## src/rtl/tbc_pkg.sv

```systemverilog
package tbc_pkg;
  typedef enum logic [1:0] {
    MODE_UP     = 2'd0,
    MODE_DOWN   = 2'd1,
    MODE_UPDOWN = 2'd2,
    MODE_HOLD   = 2'd3
  } cnt_mode_e;

  typedef enum logic [1:0] {
    SO_PASS = 2'd0,
    SO_ZERO = 2'd1,
    SO_CMPB = 2'd2,
    SO_NONE = 2'd3
  } so_sel_e;
endpackage

```

## src/rtl/tbc_prescaler.sv

```systemverilog
module tbc_prescaler #(
  parameter int PRE_W = 4
) (
  input  logic             clk,
  input  logic             rst,
  input  logic [PRE_W-1:0] div,
  input  logic             restart,
  output logic             tick
);
  logic [PRE_W-1:0] pre_q;

  assign tick = (pre_q >= div);

  always_ff @(posedge clk) begin
    if (rst) pre_q <= '0;
    else if (restart || tick) pre_q <= '0;
    else pre_q <= pre_q + 1'b1;
  end

  AST_TICK_GAP: assert property (@(posedge clk) disable iff (rst)
    (tick && !restart && div != '0) |=> (!tick || div == '0));
endmodule

```

## src/rtl/tbc_period_reg.sv

```systemverilog
module tbc_period_reg #(
  parameter int CNT_W = 16
) (
  input  logic             clk,
  input  logic             rst,
  input  logic             wr,
  input  logic [CNT_W-1:0] wr_val,
  input  logic             bypass,
  input  logic             reload,
  output logic [CNT_W-1:0] eff_prd,
  output logic [CNT_W-1:0] act_next
);
  logic [CNT_W-1:0] shadow_q;
  logic [CNT_W-1:0] active_q;
  logic             take_shadow;

  assign take_shadow = reload && !bypass;
  assign eff_prd     = take_shadow ? shadow_q : active_q;

  always_comb begin
    act_next = active_q;
    if (wr && bypass) act_next = wr_val;
    else if (take_shadow) act_next = shadow_q;
  end

  always_ff @(posedge clk) begin
    if (rst) begin
      shadow_q <= '0;
      active_q <= '0;
    end else begin
      if (wr) shadow_q <= wr_val;
      active_q <= act_next;
    end
  end

  AST_SHADOW_XFER: assert property (@(posedge clk) disable iff (rst)
    (take_shadow && !wr) |=> (active_q == $past(shadow_q)));
  AST_ACTIVE_HOLD: assert property (@(posedge clk) disable iff (rst)
    (!reload && !bypass) |=> $stable(active_q));
endmodule

```

## src/rtl/tbc_counter.sv

```systemverilog
module tbc_counter
  import tbc_pkg::*;
#(
  parameter int CNT_W = 16
) (
  input  logic             clk,
  input  logic             rst,
  input  cnt_mode_e        mode,
  input  logic             tick,
  input  logic             load,
  input  logic [CNT_W-1:0] phase,
  input  logic             phase_dir_up,
  input  logic [CNT_W-1:0] eff_prd,
  input  logic [CNT_W-1:0] act_next,
  output logic [CNT_W-1:0] count_q,
  output logic             dir_q,
  output logic             ev_zero_q,
  output logic             ev_prd_q,
  output logic             upd,
  output logic [CNT_W-1:0] cnt_d
);
  logic dir_d;

  always_comb begin
    cnt_d = count_q;
    dir_d = dir_q;
    upd   = 1'b0;
    if (load) begin
      upd   = 1'b1;
      cnt_d = phase;
      case (mode)
        MODE_UP:     dir_d = 1'b1;
        MODE_DOWN:   dir_d = 1'b0;
        MODE_UPDOWN: dir_d = phase_dir_up;
        default:     dir_d = dir_q;
      endcase
    end else if (tick) begin
      case (mode)
        MODE_UP: begin
          upd   = 1'b1;
          dir_d = 1'b1;
          cnt_d = (count_q >= eff_prd) ? '0 : count_q + 1'b1;
        end
        MODE_DOWN: begin
          upd   = 1'b1;
          dir_d = 1'b0;
          cnt_d = (count_q == '0) ? eff_prd : count_q - 1'b1;
        end
        MODE_UPDOWN: begin
          upd = 1'b1;
          if (dir_q) begin
            if (count_q >= eff_prd) begin
              dir_d = 1'b0;
              cnt_d = (count_q == '0) ? '0 : count_q - 1'b1;
            end else begin
              cnt_d = count_q + 1'b1;
            end
          end else begin
            if (count_q == '0) begin
              dir_d = 1'b1;
              cnt_d = (eff_prd == '0) ? '0 : {{(CNT_W-1){1'b0}}, 1'b1};
            end else begin
              cnt_d = count_q - 1'b1;
            end
          end
        end
        default: begin
          upd = 1'b0;
        end
      endcase
    end
  end

  always_ff @(posedge clk) begin
    if (rst) begin
      count_q   <= '0;
      dir_q     <= 1'b1;
      ev_zero_q <= 1'b0;
      ev_prd_q  <= 1'b0;
    end else begin
      count_q   <= cnt_d;
      dir_q     <= dir_d;
      ev_zero_q <= upd && (cnt_d == '0);
      ev_prd_q  <= upd && (cnt_d == act_next);
    end
  end

  AST_UP_WRAP: assert property (@(posedge clk) disable iff (rst)
    (tick && !load && mode == MODE_UP && count_q >= eff_prd) |=> (count_q == '0));
  AST_DOWN_RELOAD: assert property (@(posedge clk) disable iff (rst)
    (tick && !load && mode == MODE_DOWN && count_q == '0) |=> (count_q == $past(eff_prd)));
  AST_TURN_AT_TOP: assert property (@(posedge clk) disable iff (rst)
    (tick && !load && mode == MODE_UPDOWN && dir_q && count_q >= eff_prd) |=> !dir_q);
  AST_HOLD_FREEZE: assert property (@(posedge clk) disable iff (rst)
    (mode == MODE_HOLD && !load) |=> $stable(count_q));
  AST_PHASE_LOAD: assert property (@(posedge clk) disable iff (rst)
    load |=> (count_q == $past(phase)));
  AST_ZERO_PULSE: assert property (@(posedge clk) disable iff (rst)
    ev_zero_q |-> (count_q == '0));
endmodule

```

## src/rtl/tbc_sync_out.sv

```systemverilog
module tbc_sync_out
  import tbc_pkg::*;
#(
  parameter int CNT_W = 16
) (
  input  logic             clk,
  input  logic             rst,
  input  so_sel_e          sel,
  input  logic             sync_in,
  input  logic             upd,
  input  logic [CNT_W-1:0] cnt_d,
  input  logic [CNT_W-1:0] cmpb,
  output logic             sync_out_q
);
  logic so_d;

  always_comb begin
    case (sel)
      SO_PASS: so_d = sync_in;
      SO_ZERO: so_d = upd && (cnt_d == '0);
      SO_CMPB: so_d = upd && (cnt_d == cmpb);
      default: so_d = 1'b0;
    endcase
  end

  always_ff @(posedge clk) begin
    if (rst) sync_out_q <= 1'b0;
    else sync_out_q <= so_d;
  end

  AST_SYNC_SILENT: assert property (@(posedge clk) disable iff (rst)
    (sel == SO_NONE) |=> !sync_out_q);
endmodule

```

## src/rtl/pwm_timebase.sv

```systemverilog
module pwm_timebase
  import tbc_pkg::*;
#(
  parameter int CNT_W = 16,
  parameter int PRE_W = 4
) (
  input  logic             clk,
  input  logic             rst,
  input  logic [1:0]       mode,
  input  logic [PRE_W-1:0] prescale,
  input  logic             period_wr,
  input  logic [CNT_W-1:0] period_val,
  input  logic             shadow_bypass,
  input  logic             phase_en,
  input  logic [CNT_W-1:0] phase_val,
  input  logic             phase_dir_up,
  input  logic [CNT_W-1:0] cmpb_val,
  input  logic [1:0]       sync_sel,
  input  logic             sync_in,
  input  logic             sync_sw,
  output logic [CNT_W-1:0] count,
  output logic             dir_up,
  output logic             ev_zero,
  output logic             ev_period,
  output logic             sync_out
);
  logic             sync_evt;
  logic             tick;
  logic             load;
  logic             reload;
  logic             upd;
  logic [CNT_W-1:0] eff_prd;
  logic [CNT_W-1:0] act_next;
  logic [CNT_W-1:0] cnt_d;

  assign sync_evt = sync_in || sync_sw;
  assign load     = sync_evt && phase_en;
  assign reload   = tick && (count == '0);

  tbc_prescaler #(.PRE_W(PRE_W)) i_pre (
    .clk     (clk),
    .rst     (rst),
    .div     (prescale),
    .restart (sync_evt),
    .tick    (tick)
  );

  tbc_period_reg #(.CNT_W(CNT_W)) i_prd (
    .clk      (clk),
    .rst      (rst),
    .wr       (period_wr),
    .wr_val   (period_val),
    .bypass   (shadow_bypass),
    .reload   (reload),
    .eff_prd  (eff_prd),
    .act_next (act_next)
  );

  tbc_counter #(.CNT_W(CNT_W)) i_cnt (
    .clk          (clk),
    .rst          (rst),
    .mode         (cnt_mode_e'(mode)),
    .tick         (tick),
    .load         (load),
    .phase        (phase_val),
    .phase_dir_up (phase_dir_up),
    .eff_prd      (eff_prd),
    .act_next     (act_next),
    .count_q      (count),
    .dir_q        (dir_up),
    .ev_zero_q    (ev_zero),
    .ev_prd_q     (ev_period),
    .upd          (upd),
    .cnt_d        (cnt_d)
  );

  tbc_sync_out #(.CNT_W(CNT_W)) i_so (
    .clk        (clk),
    .rst        (rst),
    .sel        (so_sel_e'(sync_sel)),
    .sync_in    (sync_in),
    .upd        (upd),
    .cnt_d      (cnt_d),
    .cmpb       (cmpb_val),
    .sync_out_q (sync_out)
  );
endmodule

```

## config.mk

```make
export PLATFORM = sky130hd
export DESIGN_NAME = pwm_timebase
export DESIGN_NICKNAME = d
export VERILOG_FILES = /design/src/rtl/tbc_pkg.sv /design/src/rtl/tbc_prescaler.sv /design/src/rtl/tbc_period_reg.sv /design/src/rtl/tbc_counter.sv /design/src/rtl/tbc_sync_out.sv /design/src/rtl/pwm_timebase.sv
export SDC_FILE = /design/constraint.sdc
export NUM_CORES = 1
export LEC_CHECK = 0
export CORE_MARGIN = 4
export CORE_UTILIZATION = 33
export DETAILED_ROUTE_END_ITERATION = 10
export SYNTH_ARGS = -nofsm -noshare
export SYNTH_HDL_FRONTEND = slang
export SYNTH_SLANG_ARGS = --single-unit
```

## constraint.sdc

```tcl
create_clock -name clk -period 5.8 [get_ports clk]
set_input_delay 1.16 -clock clk [delete_from_list [all_inputs] [get_ports clk]]
set_output_delay 1.16 -clock clk [all_outputs]
set_load 0.01 [all_outputs]
```

---- Word level (Yosys, flattened, before mapping) ----
Index checks and enable logic that the tools add are counted.
operators by class
  div/mod/pow operators ................... 0
  mux-type cells .......................... 23
  $add $sub $neg .......................... 3
  shift-type cells ........................ 0
  multipliers ............................. 0
  bitwise operators ....................... 0
  order comparisons ....................... 2
  reductions and logical operators ........ 20
  equal/unequal tests ..................... 6
operators by type and width
  kind                   count
  $mux 16                10
  $logic_not 16->1       3
  $pmux 16 s3            1
  $eq 16x16->1           2
  $add 16x1->16 const B  1
  $ge 16x16->1           1
  $sub 16x1->16 const B  1
  $mux 1                 9
  $pmux 1 s3             3
  $logic_and 1x1->1      7
  $add 4x1->4 const B    1
  $eq 2x1->1 const B     2
  $eq 2x2->1 const B     2
  $ge 4x4->1             1
  $logic_not 2->1        2
  $reduce_bool 3->1      1
  $reduce_or 3->1        1
  $logic_or 1x1->1       2
  $reduce_and 2->1       1
  $reduce_bool 2->1      1
  $reduce_or 2->1        1
  $logic_not 1->1        1
storage, ports and cells
  memory bits (read-only) ................. 0
  bits in writable memories ............... 0
  logic and storage cells ................. 62
  memories ................................ 0
  register bits ........................... 56
  bits in latches ......................... 0
  input bits .............................. 64

---- Depth between registers and ports, before layout ----
  word-level depth ........................ 14
  mapped depth ............................ 23

---- Hierarchy ----
Synthesis repeated with hierarchy kept, for this count alone.
unflattened totals
  cells, all modules ...................... 713
  area, all modules ....................... 5706.7 sq um
modules (own cells, without submodules)
  module          times used  cells each  sequential area each (sq um)  area each (sq um)
  tbc_counter     1           477         380.4                         3274.4
  tbc_period_reg  1           163         640.6                         1796.7
  tbc_sync_out    1           38          20.0                          306.5
  tbc_prescaler   1           27          80.1                          254.0
  pwm_timebase    1           8           0.0                           75.1

---- Worst setup path before layout ----
OpenSTA, ideal clock, no wires.
  path type ............................... in2reg
  start ................................... input prescale[2]
  end ..................................... register i_so.sync_out_q
  slack ................................... -0.030 ns
  data required time ...................... 5.672 ns
  stages .................................. 23
  arrival time ............................ 5.703 ns
  cell sequence ........................... inv_1 ha_1 o21ai_1 nor2b_1 clkbuf_1 nor3_1 buf_4 buf_1 mux2i_1 ha_1 and4_1 a21o_1 o21ai_1 and2_1 clkbuf_1 a2bb2oi_2 o211ai_1 a21oi_1 or3_1 nand3_1 and4b_1 o211ai_1 o211ai_2
on the way
  longest elaborated chain between the ends .. 14
RTL lines
  item                                                   RTL line             text
  start, declared                                        pwm_timebase.sv:10   input logic [PRE_W-1:0] prescale,
  $ge 4x4->1 *                                           tbc_prescaler.sv:12  assign tick = (pre_q >= div);
  branches (longest 12 deep; another with $ge 16x16->1)  n/a
  $pmux 1 s3 *                                           tbc_sync_out.sv:18   case (sel)
  end signal, assigned                                   tbc_sync_out.sv:27   if (rst) sync_out_q <= 1'b0;
  end signal, assigned                                   tbc_sync_out.sv:28   else sync_out_q <= so_d;
  end, declared                                          tbc_sync_out.sv:13   output logic sync_out_q
Every way passes the cells marked *.
A chain may end at the register's enable or synchronous reset.

---- Worst setup path after layout ----
Ends and elaborated chain as after synthesis.

==> impl.org <==
** Die
- The region available for standard cell placement spans about 17,000 µm².
- I/O pin count :: 84
- Effective utilization at floorplan :: 0.337
- Die Width :: ~140 µm
- The die is approximately 140 µm tall.
- Cell Rows :: 47
- Die area :: roughly 19,000 µm²

** Logic synthesis
- Cell taking the most area after synthesis :: sky130_fd_sc_hd__dfxtp_1
- Post-synth EDFFs :: 0
- Most frequent cells after synthesis :: sky130_fd_sc_hd__nor2_1, sky130_fd_sc_hd__dfxtp_1, sky130_fd_sc_hd__nand2_1, sky130_fd_sc_hd__mux2i_1, sky130_fd_sc_hd__clkbuf_1
- The share of synthesized area in the top cell type comes to 0.200.
- Among all cell types in the netlist, the one instantiated most often is sky130_fd_sc_hd__nor2_1.
- Gate count of the mapped netlist :: 739
- Yosys warnings :: 0
- After synthesis the netlist holds a flip-flop and latch count of 56.
- Sequential fraction of the synthesis area :: 0.200
- The mapped netlist covers roughly 5600 µm².
- Top cells by area, synth :: sky130_fd_sc_hd__dfxtp_1, sky130_fd_sc_hd__mux2i_1, sky130_fd_sc_hd__ha_1
- Synthesis instantiated 78 different standard cells from the library.
- Synthesized net count :: roughly 830
- Async set or reset register ratio after synthesis :: 0
- Mean Syn Cell Area :: roughly 7.6 µm²
- For this run, the leading register cell type out of synthesis is sky130_fd_sc_hd__dfxtp_1.

** Clocking
- Clock Tree Buf Depth :: 2
- Clock sink count :: 56
- In this run the number of H-tree levels came out at 2.
- Worst-skew pair later-pin latency :: roughly 320 ps
- CTS buffer count :: 5
- Clock tree from TritonCTS :: built
- In this run, post-CTS hold repair placed 0 buffers.
- Clock Tree Root :: sky130_fd_sc_hd__clkbuf_16
- Clock-pin slew was measured on the worst setup and hold paths at about 90 ps.

** Worst setup path
- In this run the worst setup path begins at prescale[2].
- Along the worst path, the maximum fanout reaches 7.
- STA classifies the critical path startpoint as an input port.
- Beginning of the worst register-to-register path :: i_cnt.count_q[0]
- Critical Setup Path Class :: in -> reg
- Worst reg2reg path depth :: 21
- For the worst setup path, the data required time is a little over 6000 ps.
- The worst setup path is captured at a flip-flop.
- Data arrival time of the critical path :: between 5000 and 6000 ps

** Power and ir drop
- Net Sw Frac :: 0.401
- Gate power share :: 0.485
- Of the total power, registers draw 0.280.
- In this run the power spent charging and discharging nets is 0.635 mW.
- Maximum vdd drop :: roughly 0.0002 V
- Cell internal power was estimated by the tool at between 0.9 and 1 mW.
- Part of the power in the clock network :: 0.235
- Dividing total power by cell area gives a power density of slightly above 200 nW/µm².
- Leakage power figure :: 3.06 nW

** Placement
- Detailed placement finished with a half-perimeter wire length of between 20,000 and 25,000 µm.
- Routability-driven placement finished with a final weighted congestion of a little under 1.
- Once placement completed, the tool counted placed cells totaling ~1,100.
- Port buffering added a little over 80 buffers.
- DP Worst Slack :: -231 ps

** STA
- Dividing the final minimum period by the clock period gives 0.988.
- Final setup margin :: between 70 and 80 ps
- Final max-slew violation count :: 0
- Unrepaired setup endpoints after global routing :: yes
- Setup violations remaining at the end of the flow were counted as 0.
- Setup Skew :: ~12 ps
- Worst relative slew slack :: 0.380
- For the finished layout, the period the worst path requires is between 5000 and 6000 ps.
- Transition time at the pin with the least slew margin :: 928 ps
- Timing would allow up to between 0.15 and 0.2 GHz.
- Hold violation count in the final report :: 0
- Summed over all failing endpoints, the final setup total negative slack is 0 ps.

** Route
- Post-route ant nets :: 0
- Summed over all layers, the routed wires come to 26,200 µm.
- Post-DR wirelength/cell :: 23.4 µm
- Detailed-routing iteration count for the pre-antenna-repair pass :: 6
- Number of vias per cell :: approximately 6.1
- DR DRC count :: 0
- DRC marker count from the first detailed-route iteration :: around 890
- Number of vias after detailed routing :: about 6,800

** Layout
- Count of antenna diodes in the layout :: 0
- Fraction of layout instances using a drive strength above 1 :: 0.214
- Final Net Count :: slightly below 1,000
- Final Non-Filler Cells :: about 1,100
- Area Growth Syn to Fin :: 39.4%

** GRT
- The via count of the first global-routing pass came to 6,495.
- For this run, the total global-route usage over all layers was measured as 0.260.
- The initial antenna violation count is 0.
- Wire length of the first global-routing pass :: just under 40,000 µm
- Pin count of the biggest net entering global routing :: 53
- For this run the aggregate overflow at the end of global routing stands at 0.

** Worst hold path
- Hold_sp :: i_pre.pre_q[0]
- Min-Delay Path Class :: reg -> reg
- Counting instances, the worst hold path has a depth of 1.

** Job
- Max-cap violation count :: 0

** Status
- The flow ran to the end, and the final reports show no timing, DRC or antenna violations.
-- flip-flops by register name, indices dropped and copies added (netlist names) --
| signal | count |
|---|---|
| i_cnt.count_q | 16 |
| i_prd.active_q | 16 |
| i_prd.shadow_q | 16 |
| i_pre.pre_q | 4 |
| i_cnt.dir_q | 1 |
| i_cnt.ev_prd_q | 1 |
| i_cnt.ev_zero_q | 1 |
| i_so.sync_out_q | 1 |
-- power groups by stage --
stage	Combinational [mW]	Sequential [mW]	Clock [mW]
4_1_cts	0.723	0.440	0.377
3_5_place_dp	0.718	0.449	0
6_report	0.768	0.444	0.372
3_3_place_gp	0.723	0.450	0
2_1_floorplan	0.373	0.445	0
5_1_grt	0.811	0.447	0.392
-- critical path: stages --
cell and delay (ps):
sky130_fd_sc_hd__clkdlybuf4s50_1 460, sky130_fd_sc_hd__inv_1 40, sky130_fd_sc_hd__ha_1 270, sky130_fd_sc_hd__o21ai_1 160, sky130_fd_sc_hd__nor2b_2 250, sky130_fd_sc_hd__nor3_4 90
sky130_fd_sc_hd__buf_12 170, sky130_fd_sc_hd__mux2i_4 180, sky130_fd_sc_hd__ha_1 310, sky130_fd_sc_hd__nand2_1 110, sky130_fd_sc_hd__nor4_2 290, sky130_fd_sc_hd__buf_4 170
sky130_fd_sc_hd__nand3_2 110, sky130_fd_sc_hd__or3_4 350, sky130_fd_sc_hd__a32o_1 240, sky130_fd_sc_hd__a211oi_2 260, sky130_fd_sc_hd__a32oi_2 130, sky130_fd_sc_hd__or4b_4 570
sky130_fd_sc_hd__nor4_4 160, sky130_fd_sc_hd__and4b_1 280, sky130_fd_sc_hd__o211ai_1 120, sky130_fd_sc_hd__o211ai_2 90
-- cells in the final DEF (no fill, tap or decap), drive strengths merged, types with 21 or more instances in the layout --
master	n
inv	32
clkdlybuf4s50	81
nand2	50
buf	124
nand4	21
a21oi	37
xnor2	26
nor2	87
dfxtp	56
o211ai	26
ha	26
o21ai	41
mux2i	46
nor4	23
-- cells by family (layout without fill, tap and decap cells) --
family | after synthesis | in the layout | share of synthesized area
buffers and inverters | 85 | 246 | 0.0646
AO/OA/AOI/OAI | 205 | 205 | 0.258
flip-flops | 56 | 56 | 0.200
multiplexers | 52 | 52 | 0.0950
XOR/XNOR | 40 | 40 | 0.0626
adder cells (fa/ha/maj) | 26 | 26 | 0.0581
AND/OR/NAND/NOR | 275 | 275 | 0.261
-- path summary, 6_finish.rpt --
path	to	slack (ps)
max	i_so.sync_out_q	70
min	i_pre.pre_q[0]	490
max reg2reg	i_so.sync_out_q	480
min reg2reg	i_pre.pre_q[0]	490
-- layer usage --
metal	global-route usage	vias to the layer above	routed length, µm
li1	-	3077	-
met3	0.0501	95	2610
met2	0.402	425	11300
met4	0.114	0	1300
met5	0	-	0
met1	0.355	3190	11000
-- area by class of cell --
| class | instances | area, µm² |
|---|---|---|
| inverter | 31 | 116 |
| multi-input combinational | 598 | 4330 |
| timing repair buffer | 207 | 1790 |
| clock inverter | 3 | 46.3 |
| clock buffer | 5 | 125 |
| fill | 1692 | 8780 |
| sequential | 56 | 1120 |
| tap | 220 | 275 |
-- through the flow --
step	power, mW	utilization	instance area [µm²]	hold slack, ps
CTS	1.54	0.454	7520	484
global placement	1.17	0.443	7350	468
global route	1.65	0.470	7800	506
floorplan	0.818	-	5600	430
finish	1.59	0.470	7800	485
detailed placement	1.17	0.443	7350	466
-- timing repair --
item / CTS / global route
buffers inserted: 0 / 7
resized for setup: 0 / 36
setup endpoints to repair: 0 / 3
No activity file was read; power rests on OpenSTA's default activity.
